[src/rtl/pgf_pkg.sv]
package pgf_pkg;

  typedef enum logic [1:0] {
    FLT_BYPASS    = 2'b00,
    FLT_KEEP_LOW  = 2'b01,
    FLT_KEEP_HIGH = 2'b10,
    FLT_BOTH      = 2'b11
  } flt_mode_e;

  function automatic int unsigned pgf_max4(input int unsigned a, input int unsigned b,
                                           input int unsigned c, input int unsigned d);
    int unsigned m;
    m = a;
    if (b > m) m = b;
    if (c > m) m = c;
    if (d > m) m = d;
    return m;
  endfunction

  function automatic int unsigned pgf_unit(input logic [1:0] scale,
                                           input int unsigned u0, input int unsigned u1,
                                           input int unsigned u2, input int unsigned u3);
    case (scale)
      2'b00:   return u0;
      2'b01:   return u1;
      2'b10:   return u2;
      default: return u3;
    endcase
  endfunction

  function automatic int unsigned pgf_threshold(input int unsigned count,
                                                input int unsigned unit_ticks);
    int unsigned eff;
    eff = (count == 0) ? 1 : count;
    return eff * unit_ticks;
  endfunction

endpackage

[src/rtl/pgf_sync.sv]
module pgf_sync #(
  parameter int STAGES = 2
) (
  input  logic clk,
  input  logic rst_n,
  input  logic din,
  output logic dout,
  output logic changing
);
  logic [STAGES-1:0] chain;

  for (genvar i = 0; i < STAGES; i++) begin : g_stage
    if (i == 0) begin : g_first
      always_ff @(posedge clk or negedge rst_n) begin
        if (!rst_n) chain[0] <= 1'b0;
        else        chain[0] <= din;
      end
    end else begin : g_next
      always_ff @(posedge clk or negedge rst_n) begin
        if (!rst_n) chain[i] <= 1'b0;
        else        chain[i] <= chain[i-1];
      end
    end
  end

  assign dout     = chain[STAGES-1];
  // the synchronised value is about to take a new level on the coming edge
  assign changing = chain[STAGES-2] != chain[STAGES-1];

  p_settles_r5: assert property (@(posedge clk) disable iff (!rst_n)
    changing |=> !$stable(dout));

endmodule

[src/rtl/pgf_stable_timer.sv]
module pgf_stable_timer
  import pgf_pkg::*;
#(
  parameter int CNT_W = 4,
  parameter int U0 = 2,
  parameter int U1 = 8,
  parameter int U2 = 512,
  parameter int U3 = 2048,
  parameter int TMR_W = 15
) (
  input  logic             clk,
  input  logic             rst_n,
  input  logic             tick,
  input  logic             restart,
  input  logic [CNT_W-1:0] count,
  input  logic [1:0]       scale,
  output logic             accept
);
  localparam logic [TMR_W-1:0] CNT_MAX = '1;

  logic [TMR_W-1:0] elapsed;
  logic [TMR_W-1:0] thr;

  always_comb begin
    thr = TMR_W'(pgf_threshold(32'(count), pgf_unit(scale, U0, U1, U2, U3)));
  end

  always_ff @(posedge clk or negedge rst_n) begin
    if (!rst_n)                          elapsed <= '0;
    else if (restart)                    elapsed <= '0;
    else if (tick && elapsed != CNT_MAX) elapsed <= elapsed + 1'b1;
  end

  assign accept = elapsed >= thr;

  p_restart_r5: assert property (@(posedge clk) disable iff (!rst_n)
    restart |=> elapsed == '0);

  p_no_tick_hold_r5: assert property (@(posedge clk) disable iff (!rst_n)
    (!restart && !tick) |=> $stable(elapsed));

  p_no_wrap_r5: assert property (@(posedge clk) disable iff (!rst_n)
    (!restart && elapsed == CNT_MAX) |=> elapsed == CNT_MAX);

  p_thr_nonzero_r4: assert property (@(posedge clk) disable iff (!rst_n)
    thr != '0);

endmodule

[src/rtl/pgf_filter_core.sv]
module pgf_filter_core
  import pgf_pkg::*;
(
  input  logic      clk,
  input  logic      rst_n,
  input  logic      synced,
  input  logic      accept,
  input  flt_mode_e mode,
  output logic      filt_q
);
  always_ff @(posedge clk or negedge rst_n) begin
    if (!rst_n) begin
      filt_q <= 1'b0;
    end else begin
      case (mode)
        FLT_BYPASS: filt_q <= synced;
        FLT_KEEP_LOW: begin
          if (!synced)     filt_q <= 1'b0;
          else if (accept) filt_q <= 1'b1;
        end
        FLT_KEEP_HIGH: begin
          if (synced)      filt_q <= 1'b1;
          else if (accept) filt_q <= 1'b0;
        end
        default: begin
          if (accept) filt_q <= synced;
        end
      endcase
    end
  end

  p_both_wait_r6: assert property (@(posedge clk) disable iff (!rst_n)
    (mode == FLT_BOTH && !accept) |=> $stable(filt_q));

  p_low_pass_r7: assert property (@(posedge clk) disable iff (!rst_n)
    (mode == FLT_KEEP_LOW && !synced) |=> !filt_q);

  p_rise_wait_r7: assert property (@(posedge clk) disable iff (!rst_n)
    (mode == FLT_KEEP_LOW && !accept && !filt_q) |=> !filt_q);

  p_high_pass_r8: assert property (@(posedge clk) disable iff (!rst_n)
    (mode == FLT_KEEP_HIGH && synced) |=> filt_q);

  p_fall_wait_r8: assert property (@(posedge clk) disable iff (!rst_n)
    (mode == FLT_KEEP_HIGH && !accept && filt_q) |=> filt_q);

endmodule

[src/rtl/pin_glitch_filter.sv]
module pin_glitch_filter
  import pgf_pkg::*;
#(
  parameter int CNT_W       = 4,
  parameter int SYNC_STAGES = 2,
  parameter int UNIT_T0     = 2,
  parameter int UNIT_T1     = 8,
  parameter int UNIT_T2     = 512,
  parameter int UNIT_T3     = 2048
) (
  input  logic             clk,
  input  logic             rst_n,
  input  logic             rtc_tick,
  input  logic             pin_raw,
  input  logic [CNT_W-1:0] cfg_count,
  input  logic             cfg_unit,
  input  logic             cfg_large,
  input  logic [1:0]       cfg_mode,
  output logic             pin_filtered
);
  localparam int UNIT_MAX = int'(pgf_max4(UNIT_T0, UNIT_T1, UNIT_T2, UNIT_T3));
  localparam int THR_MAX  = UNIT_MAX * ((1 << CNT_W) - 1);
  localparam int TMR_W    = $clog2(THR_MAX + 1);

  logic      pin_sync;
  logic      sync_change;
  logic      stable_ok;
  flt_mode_e mode;

  assign mode = flt_mode_e'(cfg_mode);

  pgf_sync #(.STAGES(SYNC_STAGES)) u_sync (
    .clk      (clk),
    .rst_n    (rst_n),
    .din      (pin_raw),
    .dout     (pin_sync),
    .changing (sync_change)
  );

  pgf_stable_timer #(
    .CNT_W (CNT_W),
    .U0    (UNIT_T0),
    .U1    (UNIT_T1),
    .U2    (UNIT_T2),
    .U3    (UNIT_T3),
    .TMR_W (TMR_W)
  ) u_timer (
    .clk     (clk),
    .rst_n   (rst_n),
    .tick    (rtc_tick),
    .restart (sync_change),
    .count   (cfg_count),
    .scale   ({cfg_large, cfg_unit}),
    .accept  (stable_ok)
  );

  pgf_filter_core u_core (
    .clk    (clk),
    .rst_n  (rst_n),
    .synced (pin_sync),
    .accept (stable_ok),
    .mode   (mode),
    .filt_q (pin_filtered)
  );

  // edges since reset, saturating; lets the bypass check look three cycles back
  logic [1:0] warm;
  always_ff @(posedge clk or negedge rst_n) begin
    if (!rst_n)            warm <= 2'd0;
    else if (warm != 2'd3) warm <= warm + 2'd1;
  end

  if (SYNC_STAGES == 2) begin : g_bypass_chk
    p_bypass_delay_r2: assert property (@(posedge clk) disable iff (!rst_n)
      (warm == 2'd3 && $past(cfg_mode) == 2'b00) |-> pin_filtered == $past(pin_raw, 3));
  end

endmodule

[config.mk]
export PLATFORM = sky130hd
export DESIGN_NAME = pin_glitch_filter
export DESIGN_NICKNAME = d
export VERILOG_FILES = /design/src/rtl/pgf_pkg.sv /design/src/rtl/pgf_sync.sv /design/src/rtl/pgf_stable_timer.sv /design/src/rtl/pgf_filter_core.sv /design/src/rtl/pin_glitch_filter.sv
export SDC_FILE = /design/constraint.sdc
export NUM_CORES = 1
export LEC_CHECK = 0
export BUFFER_PORTS_ARGS = -buffer_cell sky130_fd_sc_hd__buf_2
export CORE_UTILIZATION = 23
export CTS_CLUSTER_DIAMETER = 80
export DETAILED_ROUTE_END_ITERATION = 10
export GPL_TIMING_DRIVEN = 0
export HOLD_SLACK_MARGIN = 0.08
export SLEW_MARGIN = 20
export SYNTH_ARGS = -nofsm -noshare
export SYNTH_HDL_FRONTEND = slang
export SYNTH_SLANG_ARGS = --single-unit
[constraint.sdc]
create_clock -name clk -period 1.51 [get_ports clk]
set_input_delay 0.302 -clock clk [delete_from_list [all_inputs] [get_ports clk]]
set_output_delay 0.302 -clock clk [all_outputs]
set_load 0.03 [all_outputs]
Word-level counts from Yosys, hierarchy flattened
Index checks and enable logic that the tools add are counted.
Operators by class
  reduce and logical (&&, ||, !) cells: 7
  $add $sub $neg: 1
  multiplexer cells: 10
  equal/unequal tests: 8
  multipliers: 1
  order comparisons: 1
Operators by type and width (count)
  $pmux W12 S3: 1
  $mul A32 B12 Y15: 1
  $mux W15: 2
  $add A15 B1 Y15 const B: 1
  $ge A15 B15 Y1: 1
  $ne A15 B15 Y1 const B: 1
  $ne A3 B3 Y1 const B: 2
  $mux W1: 5
  $eq A2 B1 Y1 const B: 2
  $eq A2 B2 Y1 const B: 2
  $logic_not A2 Y1: 2
  $logic_not A4 Y1: 1
  $mux W4: 1
  $reduce_bool A4 Y1: 1
  $pmux W1 S3: 1
  $reduce_and A3 Y1: 1
  $reduce_bool A2 Y1: 1
  $logic_and A1 B1 Y1: 1
  $ne A1 B1 Y1: 1
Storage, ports and cells
  input port bits: 12
  word-level logic and storage cells: 32
  flip-flop bits (word level): 18
  output and inout port bits: 1

Depth between registers and ports, before layout
  depth after elaboration: 7
  mapped depth: 13
  mapped depth without buffers: 13

Modules after synthesis
Synthesis repeated with hierarchy kept, for this count alone.
Second synthesis, totals
  cell total of the unflattened synthesis: 179
  area total of the unflattened synthesis: 1585.3 sq um
By module, submodules not included
  pgf_stable_timer: area each 1477.7 sq um, times used 1, cells an instance 170, seq. area each 375.4 sq um
  pgf_sync: area each 58.8 sq um, times used 1, cells an instance 3, seq. area each 50.0 sq um
  pgf_filter_core: area each 48.8 sq um, times used 1, cells an instance 6, seq. area each 25.0 sq um

Least setup slack after synthesis
Ideal clock, no wire load.
  kind: input to register
  start point: input cfg_unit
  end point: register u_core.filt_q
  path buffers: 0
  stages: 12
  slack: -1.003 ns
  arrival: 2.385 ns
  library setup time: 0.129 ns
  data required time: 1.381 ns
  path through: nor2b_1 > and2_1 > ha_1 > ha_1 > ha_1 > xnor2_1 > ha_1 > and4_1 > o21ai_0 > a311oi_1 > nor4_1 > nand3b_1
Between the ends
  word-level cells in the longest chain between the ends: 6
  elaborated cells on any way between the ends: 10
  those cells by class: 1 x mul; 1 x order compare; 4 x eq/ne; 1 x mux; 3 x reduce/logical
RTL lines
  start, declared: line pin_glitch_filter.sv:16  | input logic cfg_unit,
  $eq A2 B2 Y1 (tied with other cells): line pgf_pkg.sv:23  | case (scale)
  $pmux W12 S3 (*): line pgf_pkg.sv:23
  $mul A32 B12 Y15 (*): line pgf_pkg.sv:35  | return eff * unit_ticks;
  $ge A15 B15 Y1 (*): line pgf_stable_timer.sv:34  | assign accept = elapsed >= thr;
  $ne A3 B3 Y1 (no source line) / $reduce_bool A4 Y1 (equally long branches)
  $reduce_and A3 Y1 (no source line) (*)
  end signal, assigned: line pgf_filter_core.sv:16  | FLT_BYPASS: filt_q <= synced;
  end signal, assigned: line pgf_filter_core.sv:26  | if (accept) filt_q <= synced;
  end, declared: line pgf_filter_core.sv:9  | output logic filt_q
Mark *: on every way between the ends. The rest lies on a longest branch, timed or not.
A chain may end at the register's enable or synchronous reset.

Final worst setup path
Same ends and word-level chain as after synthesis.

==> results.ini <==
[status]
outcome=finished with violations
violations=negative setup slack

[sta]
fin_crit_ps=2338
skew_ps=0.3271
setup_violations=12
layout_setup_ws_ps=-827.8
relSlewSlack_pct=70.48
worstMarginPinSlew_ps=442.8
finalCritPeriodShare_pct=154.8
max_freq_ghz=0.4277
rsz0062_at_grt=yes
hold_violations=0
finalMaxSlewViolations=0

[logic_synthesis]
synth-seq-cells=18
syn_inst=163
yosysTopAreaCell=dfrtp_1
ys_seq_area_share_pct=30.25
synth_top_area_share_pct=30.25
syn-num-nets=200
syn_avg_cell_area_um2=9.135
synth_cell_types=38
synth_edf_count=0
ys.flop_type=dfrtp_1
netlist_area_um2=1489
async_reset_ff_share_pct=100.0
yosys_warnings=0
netlist_top_cells_area=dfrtp_1 30%, ha_1 21%, nor2_1 5.0%

[power]
powerDensity_nw_per_um2=551.4
leakage_nw=0.9081
vdd_drop_max_v=0.0002257

[place]
gp_congestion=0.7831
placed_cell_area_um2=1769
place_hpwl_um=2395
io_buffers=12
place_ws_ps=-1307

[setup_path]
worstPathRequired_ps=1640
path_cells=buf_6 -> nor2b_4 -> and2_4 -> ha_4 -> ha_4 -> ha_4 -> xnor2_2 -> ha_1 -> and4_1 -> o21ai_1 -> a311oi_2 -> nor4_1 -> nand3b_1
critPathCaptureType=flip-flop
worst-path-max-fanout=7
startpoint_type=primary input
cpPeakStageDelay_ps=310
path_class=primary input to flip-flop
cpLargestDelayFamily=adder cells
cp_data_arrival_time_ps=2470
worstPathBufferInverterCount=1
slowest_stage=ha_1
path_common_cell=ha_4

[drt]
wl_um=3351
wire_per_inst_um=12.55
ant_nets=0
drt_iter0_markers=31
drc_errors=0
via_per_inst=4.843
dr_total_vias=1293
first_pass_iters=3

[layout]
n_antenna_cell=0
nNetsFinal=230
stdcell_area_um2=2123
drive_above_1_share_pct=37.50
area_growth_pct=42.61

[floorplanning]
num_rows=28
fp.dieArea_um2=6800
die_h_um=82.46
die_x_um=82.46
coreArea_um2=6096
io_pins=13
initial_core_util_pct=24.43

[grt]
track_usage_pct=10.25
grt_max_degree=19
grtUsageMet2_pct=16.69
grt_pass1_wl_um=5230
grt.met3_usage_pct=1.319
use_met1_pct=13.99
grt.overflow.total=0
antenna_found_initial=0
grt_pass1_vias=1191
gr-max-usage-layer=met2

[job]
maxCapViolations=0

[clock_network]
cts.sinks=18
cts_tree=yes
numCtsBuffers=3
h-tree-depth=1
cts.path.max_buffers=2
insertion_delay_ps=250
path_clk_slew_ps=70
cts-root-buf=clkbuf_8

[hold_path]
hold_class=primary input to flip-flop

[worst paths after layout]
check / from / endpoint / slack, ps / cells past startpoint
max: cfg_unit / u_core.filt_q$_DFFE_PN0P_ / -830 / 13
min: pin_raw / u_sync.chain[0]$_DFF_PN0_ / 150 / 1
max reg2reg: u_timer.elapsed[1]$_DFFE_PN0P_ / u_core.filt_q$_DFFE_PN0P_ / -210 / 6
min reg2reg: u_sync.chain[0]$_DFF_PN0_ / u_sync.dout$_DFF_PN0_ / 430 / 0
max in group asynchronous: rst_n / u_timer.elapsed[1]$_DFFE_PN0P_ / 670 / 2
min in group asynchronous: rst_n / u_timer.elapsed[13]$_DFFE_PN0P_ / 510 / 2
[cells in the mapped netlist, types with 2 or more instances]
master,count
inv_1,8
nand3_1,3
and4_1,3
a21oi_1,6
o21ai_0,7
nor2_1,20
nand4_1,6
nor3_1,7
and3_1,3
xnor2_1,8
nand4_2,2
ha_1,25
a31oi_1,3
and2_1,7
nor2b_1,3
dfrtp_1,18
xor2_1,4
nand2_1,10
[flip-flops by register name, indices dropped and copies added, names as in the netlist]
signal and cells:
u_timer.elapsed 15, u_sync.dout 1, u_sync.chain 1, u_core.filt_q 1
[through the flow]
stage	hold slack (ps)	std cells	power, mW	setup TNS (ps)	utilization, %
after floorplan	6.409	163	0.6514	-870.6	-
after global placement	257.4	250	0.7203	-2543	29.02
after detailed placement	263.6	250	0.7234	-2677	29.02
after CTS	145.5	264	1.175	-1740	33.31
after global routing	143.6	267	1.232	-3184	34.83
final	148.1	267	1.171	-1685	34.83
[final cells by class]
class	count	area, um2
Timing Repair Buffer	25	205.2
Buffer	1	5.005
Clock buffer	4	55.05
Fill cell	642	3973
Inverter	8	30.03
Multi-Input combinational cell	136	1282
Tap cell	75	93.84
Sequential cell	18	451.7
[logic make-up (layout without fill, tap and decap cells)]
logic type               count (synthesis)  in the layout  share of synthesized area (%)
multiplexers                             1              1                         0.6723
XOR/XNOR                                12             12                          7.059
adder cells (fa/ha/maj)                 25             25                          21.01
buffers and inverters                    9             38                          2.269
AND/OR/NAND/NOR                         75             75                          29.66
flip-flops                              18             18                          30.25
AO/OA/AOI/OAI                           23             23                          9.076
[repair_timing]
action                                  4_1_cts  5_1_grt
hold buffers                                  1        0
resized for setup                            28       16
endpoints found under the hold margin        18        0
endpoints found under the setup margin       14       15
pin swaps                                    19       17
setup buffers                                 9        3
[layer usage]
layer | vias to the layer above | wire, um
met2 | 14 | 1511
met5 | - | 0
li1 | 652 | -
met4 | 0 | 54
met3 | 7 | 64
met1 | 620 | 1721
[placed cells by master (no fill, tap or decap), types with 2 or more instances in the layout]
cell type | Yosys | layout
nor3_1 | 7 | 4
ha_2 | 0 | 2
nor2_2 | 1 | 3
and3_1 | 3 | 2
xnor2_1 | 8 | 6
ha_4 | 0 | 10
and4_1 | 3 | 3
nand3_1 | 3 | 3
buf_2 | 0 | 8
dfrtp_1 | 18 | 17
nand4_1 | 6 | 6
o21ai_0 | 7 | 5
xnor2_2 | 0 | 2
nor3_2 | 1 | 2
a21oi_1 | 6 | 4
ha_1 | 25 | 13
buf_4 | 0 | 10
buf_6 | 0 | 4
clkbuf_8 | 0 | 4
nor3_4 | 0 | 2
and2_4 | 0 | 3
nor2_1 | 20 | 16
inv_1 | 8 | 8
xor2_1 | 4 | 3
nor2_4 | 0 | 2
a31oi_1 | 3 | 2
o21ai_1 | 1 | 2
nand2_1 | 10 | 10
nor2b_4 | 0 | 2
and2_1 | 7 | 4
[power breakdown]
| part | internal, mW | switching, mW |
|---|---|---|
| clock network | 0.232 | 0.166 |
| registers | 0.499 | 0.0185 |
| logic | 0.124 | 0.132 |
Note: power is estimated with default switching activity, not from simulation.
